**config.mk**
```make
export PLATFORM = sky130hd
export DESIGN_NAME = arrival_order_detector
export DESIGN_NICKNAME = d
export VERILOG_FILES = /design/src/rtl/arrord_pkg.sv /design/src/rtl/arrord_sync.sv /design/src/rtl/arrord_fsm.sv /design/src/rtl/arrord_decode.sv /design/src/rtl/arrival_order_detector.sv
export SDC_FILE = /design/constraint.sdc
export NUM_CORES = 1
export LEC_CHECK = 0
export BUFFER_PORTS_ARGS = -buffer_cell sky130_fd_sc_hd__clkbuf_2
export CORE_AREA = 5 5 42 44
export DETAILED_ROUTE_END_ITERATION = 16
export DIE_AREA = 0 0 47 49
export GPL_TIMING_DRIVEN = 0
export HOLD_SLACK_MARGIN = 0.08
export PLACE_DENSITY_LB_ADDON = 0.1
export SLEW_MARGIN = 5
export SYNTH_ARGS = -nofsm -noshare
export SYNTH_HDL_FRONTEND = slang
export SYNTH_HIERARCHICAL = 1
export SYNTH_SLANG_ARGS = --single-unit
```
**constraint.sdc**
```tcl
create_clock -name clk -period 1 [get_ports clk]
set_input_delay 0.05 -clock clk [delete_from_list [all_inputs] [get_ports clk]]
set_output_delay 0.05 -clock clk [all_outputs]
set_load 0.01 [all_outputs]
```
**src/rtl/arrord_pkg.sv**
```systemverilog
package arrord_pkg;

  typedef enum logic [2:0] {
    ST_IDLE   = 3'd0,
    ST_A_LEAD = 3'd1,
    ST_B_LEAD = 3'd2,
    ST_A_WON  = 3'd3,
    ST_B_WON  = 3'd4,
    ST_FAULT  = 3'd5
  } ord_state_t;

  typedef struct packed {
    logic first_a;
    logic first_b;
    logic lead;
  } ord_flags_t;

  // Flow-table step on one synchronised sample of the two inputs
  function automatic ord_state_t ord_next(ord_state_t cur, logic a, logic b);
    ord_state_t nxt;
    nxt = cur;
    case (cur)
      ST_IDLE: begin
        if (a && b)      nxt = ST_FAULT;
        else if (a)      nxt = ST_A_LEAD;
        else if (b)      nxt = ST_B_LEAD;
      end
      ST_A_LEAD: begin
        case ({a, b})
          2'b00:   nxt = ST_IDLE;
          2'b11:   nxt = ST_A_WON;
          2'b01:   nxt = ST_FAULT;
          default: nxt = ST_A_LEAD;
        endcase
      end
      ST_B_LEAD: begin
        case ({a, b})
          2'b00:   nxt = ST_IDLE;
          2'b11:   nxt = ST_B_WON;
          2'b10:   nxt = ST_FAULT;
          default: nxt = ST_B_LEAD;
        endcase
      end
      ST_A_WON, ST_B_WON, ST_FAULT: begin
        if (!a && !b)    nxt = ST_IDLE;
      end
      default:           nxt = ST_IDLE;
    endcase
    return nxt;
  endfunction

  function automatic logic ord_fault_entry(ord_state_t cur, ord_state_t nxt);
    return (nxt == ST_FAULT) && (cur != ST_FAULT);
  endfunction

  function automatic ord_flags_t ord_decode(ord_state_t st);
    ord_flags_t f;
    f.first_a = (st == ST_A_WON);
    f.first_b = (st == ST_B_WON);
    f.lead    = (st == ST_A_LEAD) || (st == ST_B_LEAD);
    return f;
  endfunction

endpackage

```
**src/rtl/arrord_sync.sv**
```systemverilog
module arrord_sync #(
  parameter int WIDTH  = 2,
  parameter int STAGES = 2
) (
  input  logic             clk,
  input  logic             rst,
  input  logic [WIDTH-1:0] d_async,
  output logic [WIDTH-1:0] q_sync
);
  localparam int LAST = STAGES - 1;

  logic [WIDTH-1:0] chain [STAGES];

  always_ff @(posedge clk) begin
    if (rst) chain[0] <= '0;
    else     chain[0] <= d_async;
  end

  generate
    for (genvar s = 1; s < STAGES; s++) begin : g_stage
      always_ff @(posedge clk) begin
        if (rst) chain[s] <= '0;
        else     chain[s] <= chain[s-1];
      end
    end
  endgenerate

  assign q_sync = chain[LAST];
endmodule

```
**src/rtl/arrord_fsm.sv**
```systemverilog
module arrord_fsm
  import arrord_pkg::*;
(
  input  logic       clk,
  input  logic       rst,
  input  logic       a_s,
  input  logic       b_s,
  output ord_state_t state,
  output logic       fault_pulse
);
  ord_state_t state_nxt;

  always_comb state_nxt = ord_next(state, a_s, b_s);

  always_ff @(posedge clk) begin
    if (rst) begin
      state       <= ST_IDLE;
      fault_pulse <= 1'b0;
    end else begin
      state       <= state_nxt;
      fault_pulse <= ord_fault_entry(state, state_nxt);
    end
  end
endmodule

```
**src/rtl/arrord_decode.sv**
```systemverilog
module arrord_decode
  import arrord_pkg::*;
(
  input  ord_state_t state,
  output logic       first_a,
  output logic       first_b,
  output logic       lead
);
  ord_flags_t f;
  always_comb f = ord_decode(state);
  assign first_a = f.first_a;
  assign first_b = f.first_b;
  assign lead    = f.lead;
endmodule

```
**src/rtl/arrival_order_detector.sv**
```systemverilog
module arrival_order_detector
  import arrord_pkg::*;
#(
  parameter int SYNC_STAGES = 2
) (
  input  logic clk,
  input  logic rst,
  input  logic in_a,
  input  logic in_b,
  output logic first_a,
  output logic first_b,
  output logic lead,
  output logic err
);
  localparam int NUM_IN = 2;

  logic [NUM_IN-1:0] raw_pair;
  logic [NUM_IN-1:0] sync_pair;
  logic              sync_a;
  logic              sync_b;
  ord_state_t        cur_state;

  assign raw_pair = {in_a, in_b};
  assign sync_a   = sync_pair[1];
  assign sync_b   = sync_pair[0];

  arrord_sync #(.WIDTH(NUM_IN), .STAGES(SYNC_STAGES)) u_sync (
    .clk     (clk),
    .rst     (rst),
    .d_async (raw_pair),
    .q_sync  (sync_pair)
  );

  arrord_fsm u_fsm (
    .clk         (clk),
    .rst         (rst),
    .a_s         (sync_a),
    .b_s         (sync_b),
    .state       (cur_state),
    .fault_pulse (err)
  );

  arrord_decode u_dec (
    .state   (cur_state),
    .first_a (first_a),
    .first_b (first_b),
    .lead    (lead)
  );
endmodule

```
-- Word-level counts from Yosys, hierarchy flattened
Memories as Yosys holds them, arrays and structs flattened.
Index checks and enable logic that the tools add are counted.
- multiplexer cells: 12
- equal/unequal tests: 10
- bitwise logic cells: 2
- reductions and logical operators: 9
- operators with widths (operator ; count):
    one-hot mux 3 bit (3 select lines) ; 2
    two-way mux 3 bit ; 4
    one-hot mux 3 bit (4 select lines) ; 1
    == test 3 bit (second input constant) ; 3
    == test 3 x 2 -> 1 bit (second input constant) ; 2
    == test 2 bit (second input constant) ; 2
    two-way mux 2 bit ; 2
    == test 3 x 1 -> 1 bit (second input constant) ; 1
    logical AND 1 bit ; 3
    logical NOT 3 bit ; 1
    two-way mux 1 bit ; 3
    inequality test 3 bit (second input constant) ; 1
    OR reduction 3 bit ; 1
    == test 2 x 1 -> 1 bit (second input constant) ; 1
    logical NOT 1 bit ; 2
    logical NOT 2 bit ; 1
    bitwise OR 1 bit ; 2
    logical OR 1 bit ; 1
- RAM bits: 4
- memories: 1
- bits of input ports: 4
- flip-flop bits (word level): 4
- logic and storage cells: 36
- memories (name ; words ; width ; read ports ; clocked after memory_dff ; wr ports ; line ; RTL):
    u_sync.chain ; 2 ; 2 ; 2 ; 0 ; 2 ; arrord_sync.sv:12 ; logic [WIDTH-1:0] chain [STAGES];

-- Depth between registers and ports, before layout
Gate-level depths: netlist of run 1.
- depth in word-level cells: 6
- mapped depth: 4

-- Modules after synthesis
Netlist of run 1, hierarchy kept.
- modules (own cells, without submodules) (module ; seq. area each (µm²) ; area each (µm²) ; cells an instance ; times used):
    arrord_fsm ; 80.1 ; 222.7 ; 24 ; 1
    arrord_sync ; 80.1 ; 105.1 ; 8 ; 1
    arrord_decode ; 0.0 ; 27.5 ; 5 ; 1

-- Worst setup path before layout of run 1
Ideal clock, no wire load.
- path type: reg2reg
- start point: reg u_fsm.state[1]
- end point: reg u_fsm.state[0]
- library setup time: 0.103 ns
- setup slack: 0.030 ns
- clock period less this slack: 0.970 ns
- arrival: 0.867 ns
- data required time: 0.897 ns
- stages on the path, launching flop included: 3
- buffers on the path: 0
- cells stage by stage: dfxtp_1 -> nand2b_1 -> a2111oi_2
- longest elaborated chain between the ends: 3
- elaborated cells on any way between the ends: 8
- those cells by class: 5 x eq/ne; 1 x mux; 2 x reduce/logical
- ends and longest elaborated chain (item ; line ; RTL):
    start: declaration ; arrord_fsm.sv:8 ; output ord_state_t state,
    start signal: assignment ; arrord_fsm.sv:20 ; state <= state_nxt;
    == test 3 x 2 -> 1 bit or == test 3 bit (tied branches) ; arrord_pkg.sv:22 ; case (cur)
    OR reduction 3 bit ; arrord_pkg.sv:22 ;
    one-hot mux 3 bit (4 select lines) (*) ; arrord_pkg.sv:22 ;
Mark *: on every way between the ends. The rest lies on a longest branch, timed or not.
A chain may end at the register's enable or synchronous reset.

-- Worst setup path after layout of run 1
- start point: reg u_fsm.state[0]
- end point: out lead
- longest elaborated chain between the ends: 2
- elaborated cells on any way between the ends: 3
- those cells by class: 2 x eq/ne; 1 x reduce/logical
- ends and longest elaborated chain (item ; line ; RTL):
    == test 3 x 1 -> 1 bit or == test 3 x 2 -> 1 bit (tied branches) ; arrord_pkg.sv:60 ; f.lead = (st == ST_A_LEAD) || (st == ST_B_LEAD);
    logical OR 1 bit (*) ; arrord_pkg.sv:60 ;
    end: declaration ; arrival_order_detector.sv:12 ; output logic lead,
Marked as above.

==> impl_metrics.toml, run 1 <==
[floorplanning]
start_util = 0.254
coreArea_um2 = 1400
dieArea_um2 = 2300
boundaryPins = 8
die_y_um = 49
fp.dieW_um = 47
rows = 14

[synthesis]
ys_ff_latch = 8
synthFlopType = "dfxtp_1"
yosys_warnings = 6
ys_top_cells_by_count = "dfxtp_1 (8), nor2_1 (5), nor2b_1 (5)"
synth_cell_types = 17
syn_area_um2 = 355
synthCells = 37
synth_top_cells_by_area = "dfxtp_1 (45%), nor2b_1 (8.8%), nor2_1 (5.3%)"
syn-num-nets = 41
seq_area_frac_synth = 0.451
async_flop_share = 0
synth_top_cell_by_area = "dfxtp_1"
synth.most_common_cell = "dfxtp_1"
synth.top_cell.area_share = 0.451
syn_area_per_cell_um2 = 9.60
synth_edf_count = 0

[route]
drc = 0
wire_per_inst_um = 10.9
routed_wl_um = 729
final_antenna_net_count = 0
drtPass1Iterations = 1
drt-initial-drc-count = 0
vias_per_cell = 4.55
vias = 305

[timing]
rsz0062_at_grt = "yes"
fin_tns_setup_ns = -0.00668
period_share = 1.01
relSlewSlack = 0.843
setup_viol = 1
setup_ws_ns = -0.00668
period_minus_slack_ns = 1.01
fmax_mhz = 993
holdWs_ns = 0.0960
tightest_slew_ns = 0.235
hold_viol = 0
drv_slew = 0
clock_skew_ns = 0.00529

[worst_hold_path]
min-delay-path-class = "input port to flip-flop"
worstHoldStart = "rst"

[power]
vdd_drop_max_uv = 571
p_per_area_nw_per_um2 = 1260
power_uw = 623
total_leakage_power_uw = 0.000209

[clocking]
cts.sinks = 8
clock_path_buffers = 2
cts_tree = "done"
htree_levels = 1
clkTransAtPathRegs_ns = 0.06
cts-buffers-inserted = 3
cts_root_buf = "clkbuf_4"
clkLatencyLatePin_ns = 0.25

[outcome]
violations = "setup timing"
status = "finished, violations left"

[final_layout]
layout.cells.non_filler = 67
fin_util = 0.353
drive_gt1_frac = 0.412
final_nets = 57
n_antenna_cell = 0
area_delta_synth_final_pct = 39.1

[setup_path]
cp.required_ns = 0.95
cp_num_buf_inv = 1
slowest_stage = "dfxtp_4"
reg2reg_from = "u_sync/chain[1][0]$_SDFF_PP0_"
path_class = "flip-flop to primary output"
path_delay_family = "flip-flops"
cp-start-kind = "flip-flop"
crit_arrival_ns = 0.96
cp_cell_sequence = "xnor2_1, nor2_1, buf_2"
cp-startpoint = "u_fsm/state[0]$_SDFF_PP0_"
crit_path_end_kind = "primary output"
critPathMaxStageDelay_ns = 0.37
path_max_fanout = 7

[placed_design]
place_inst = 60
port_buffers = 7
globalplace.congestion = 0.710

[global_routing]
antenna_found_initial = 0
grt_use_total = 0.0739
grt_pass1_wl_um = 1190
grt_max_degree = 9
overflow = 0
first_global_vias = 273

[flow_run]
cap_violations = 0
power by group:
| part | internal [uW] | leakage, uW | switching, uW |
|---|---|---|---|
| clock | 137 | 0.0000138 | 107 |
| combinational | 28.4 | 0.000127 | 22.7 |
| sequential | 321 | 0.0000678 | 6.86 |
final timing paths:
path                              endpoint  slack, ns  depth (start not counted)
max                                   lead     -0.007                          3
min              u_fsm/state[0]$_SDFF_PP0_        0.1                          2
max reg2reg      u_fsm/state[0]$_SDFF_PP0_       0.03                          4
min reg2reg  u_sync/chain[1][0]$_SDFF_PP0_       0.45                          1
sequential cells by signal (all words and copies together), names as in the netlist:
name and flops:
u_fsm/fault_pulse 1, u_sync/chain 4, u_fsm/state 3
metal layers:
metal,GRT usage,vias up,share of wire
met5,0,-,0
met4,0.0553,0,0.0082
met3,0.0221,2,0.085
met2,0.109,8,0.51
met1,0.0857,140,0.40
li1,-,155,-
layout by cell type, fill, tap and decap left out:
master,Yosys,routed
a2111oi_2,1,1
a211o_1,1,1
a21oi_1,3,2
a21oi_2,0,1
and4bb_1,1,1
buf_2,0,3
buf_4,0,1
buf_6,1,2
clkbuf_2,0,4
clkbuf_4,0,3
dfxtp_1,8,5
dfxtp_4,0,3
dlygate4sd3_1,0,2
nand2_1,3,3
nand2b_1,1,1
nand3b_1,2,2
nor2_1,5,5
nor2b_1,5,4
nor2b_2,0,1
nor3_1,1,1
nor3b_2,0,1
nor4b_2,1,1
o21ai_0,1,1
xnor2_1,1,1
xor2_1,1,1
logic make-up (layout without fill, tap and decap cells):
kind of cell / count (synthesis) / count (layout) / synth area share
AOI/OAI and AO/OA: 6 / 6 / 0.123
buffers and inverters: 1 / 15 / 0.0317
DFF: 8 / 8 / 0.451
and+or+nand+nor: 20 / 20 / 0.345
xor gates and xnor gates: 2 / 2 / 0.0493
through the flow:
step | area [um^2] | worst slack, ns
5_1_grt | 494 | -0.0651
2_1_floorplan | 355 | 0.0295
4_1_cts | 484 | -0.0320
6_report | 494 | -0.00668
3_3_place_gp | 410 | -0.0334
3_5_place_dp | 410 | -0.0708
worst register-to-register path, cell delays in order, from the launching register on:
cell,delay [ns]
dfxtp_1,0.30
buf_6,0.12
nand2_1,0.08
a21oi_2,0.06
a2111oi_2,0.31
cell type report:
type	count	area (um^2)
Multi-Input combinational cell	28	195
Clock buffer	3	22.5
Timing Repair Buffer	11	73.8
Fill cell	153	907
Buffer	1	11.3
Sequential cell	8	171
Tap cell	16	20.0
what timing repair did:
| action | 4_1_cts | 5_1_grt |
|---|---|---|
| hold endpoints to repair | 2 | 0 |
| pin swaps | 0 | 2 |
| hold buffers | 2 | 0 |
| setup endpoints to repair | 6 | 6 |
| setup buffers | 2 | 0 |
| resized for setup | 7 | 6 |
Note: power is estimated with default switching activity, not from simulation.
==> run 2, diff against run 1 <==
--- a/config.mk
+++ b/config.mk
@@ -9,10 +9,9 @@
 export CORE_AREA = 5 5 42 44
 export DETAILED_ROUTE_END_ITERATION = 16
 export DIE_AREA = 0 0 47 49
-export GPL_TIMING_DRIVEN = 0
 export HOLD_SLACK_MARGIN = 0.08
 export PLACE_DENSITY_LB_ADDON = 0.1
-export SLEW_MARGIN = 5
+export SLEW_MARGIN = 20
 export SYNTH_ARGS = -nofsm -noshare
 export SYNTH_HDL_FRONTEND = slang
 export SYNTH_HIERARCHICAL = 1
==> impl_metrics.toml, run 2 (synthesized netlist as in run 1, its figures left out) <==
[setup_path]
path_max_fanout = 3
reg2reg_to = "u_fsm/fault_pulse$_SDFF_PP0_"
path_class = "flip-flop to primary output"
crit_path_end_kind = "primary output"
cp.required_ns = 0.95
cp-start-kind = "flip-flop"
crit_arrival_ns = 1.07
reg2reg_from = "u_fsm/state[1]$_SDFF_PP0_"
reg2reg_depth = 4
rrSetupSlack_ns = -0.07

[clocking]
cts_root_buf = "clkbuf_4"
cts.sinks = 8
cts-buffers-inserted = 3
clock_path_buffers = 2
htree_levels = 1
cts_tree = "done"
clkTransAtPathRegs_ns = 0.06
clkLatencyLatePin_ns = 0.26

[worst_hold_path]
worstHoldStart = "rst"
min_to = "u_fsm/state[0]$_SDFF_PP0_"
min-delay-path-class = "input port to flip-flop"
min_path_cells = 2

[timing]
setup_viol = 5
period_share = 1.12
rsz0062_at_grt = "yes"
relSlewSlack = 0.849
clock_skew_ns = 0.00927
fin_tns_setup_ns = -0.331
hold_viol = 0
drv_slew = 0
period_minus_slack_ns = 1.12
setup_ws_ns = -0.116
tightest_slew_ns = 0.226
holdWs_ns = 0.101
fmax_mhz = 896

[global_routing]
grt_max_degree = 9
antenna_found_initial = 0
grt_use_total = 0.0832
first_global_vias = 324
overflow = 0
grt_pass1_wl_um = 1320

[power]
power_uw = 645
total_leakage_power_uw = 0.000224
p_per_area_nw_per_um2 = 1180
vdd_drop_max_uv = 452

[placed_design]
globalplace.congestion = 0.698
place_inst = 62
hpwl_um = 487
port_buffers = 7

[final_layout]
layout.cells.non_filler = 69
area_delta_synth_final_pct = 53.9
reg_top3 = "u_sync/chain x4, u_fsm/state x3, u_fsm/fault_pulse x1"
nFillCells = 155
final_nets = 59
n_antenna_cell = 0
fin_util = 0.390
largest_reg_flops = 4
final_common_cell = "nor2b_1"
final_cell_mix = "nor2b_1 (5), clkbuf_2 (4), nor2_1 (4)"
drive_gt1_frac = 0.528
regMostFlops = "u_sync/chain"

[route]
wire_per_inst_um = 11.4
drtPass1Iterations = 4
final_antenna_net_count = 0
vias = 322
drt-initial-drc-count = 11
routed_wl_um = 789
drc = 0
vias_per_cell = 4.67

[floorplanning]
start_util = 0.254
die_y_um = 49
coreArea_um2 = 1400
dieArea_um2 = 2300
rows = 14
boundaryPins = 8
fp.dieW_um = 47

[outcome]
status = "finished, violations left"
violations = "setup timing"

[flow_run]
cap_violations = 0
run 2: cell types whose count changed in the layout (fill, tap and decap cells not counted), sizes merged:
cell,change
buf,+2
run 2: how the worst max path moves through the flow:
stage,start,endpoint,slack (ns),cells past startpoint
CTS,u_fsm/state[1]$_SDFF_PP0_,lead,-0.15,4
finish,u_fsm/state[1]$_SDFF_PP0_,lead,-0.12,4
global route,u_fsm/state[1]$_SDFF_PP0_,lead,-0.15,4
detailed placement,u_fsm/state[1]$_SDFF_PP0_,u_fsm/state[0]$_SDFF_PP0_,-0.01,2
floorplan,u_fsm/state[1]$_SDFF_PP0_,u_fsm/state[0]$_SDFF_PP0_,0.03,2
global placement,u_fsm/state[1]$_SDFF_PP0_,u_fsm/state[1]$_SDFF_PP0_,-0.02,3
run 2: area by class of cell:
type | count | area (um^2) | area share
well taps | 16 | 20.0 | 0.0366
repair buffers | 14 | 100 | 0.183
flip-flops and latches | 8 | 171 | 0.314
clock buffers | 3 | 22.5 | 0.0412
multi-input cells | 28 | 233 | 0.426
run 2: metrics by stage:
| step | instance area (um^2) | worst slack, ns |
|---|---|---|
| 2_1_floorplan | 355 | 0.0295 |
| 3_3_place_gp | 422 | -0.0217 |
| 3_5_place_dp | 422 | -0.0135 |
| 4_1_cts | 528 | -0.153 |
| 5_1_grt | 547 | -0.153 |
| 6_report | 547 | -0.116 |
run 2: power breakdown:
| part | leakage [uW] | internal (uW) | switching [uW] |
|---|---|---|---|
| sequential | 0.0000683 | 324 | 9.26 |
| combinational | 0.000142 | 32.9 | 27.7 |
| clock | 0.0000138 | 138 | 113 |
run 2: repair_timing:
item | 4_1_cts | 5_1_grt
endpoints found under the setup margin | 5 | 7
buffers inserted | 3 | 0
pin swaps | 6 | 5
hold buffers | 2 | 0
hold endpoints to repair | 2 | 0
gates resized for setup | 14 | 7
run 2: metal layers:
layer  routed length, um  vias up  global-route usage
met3                  70        2              0.0443
met2                 399       10               0.129
li1                    -      162                   -
met4                  14        0              0.0553
met5                   0        -                   0
met1                 304      148              0.0817
run 2: critical path: stages (launching register included):
cell and delay (ns):
dfxtp_4 0.35, buf_6 0.12, xnor2_2 0.12, nor2_1 0.09, buf_2 0.14
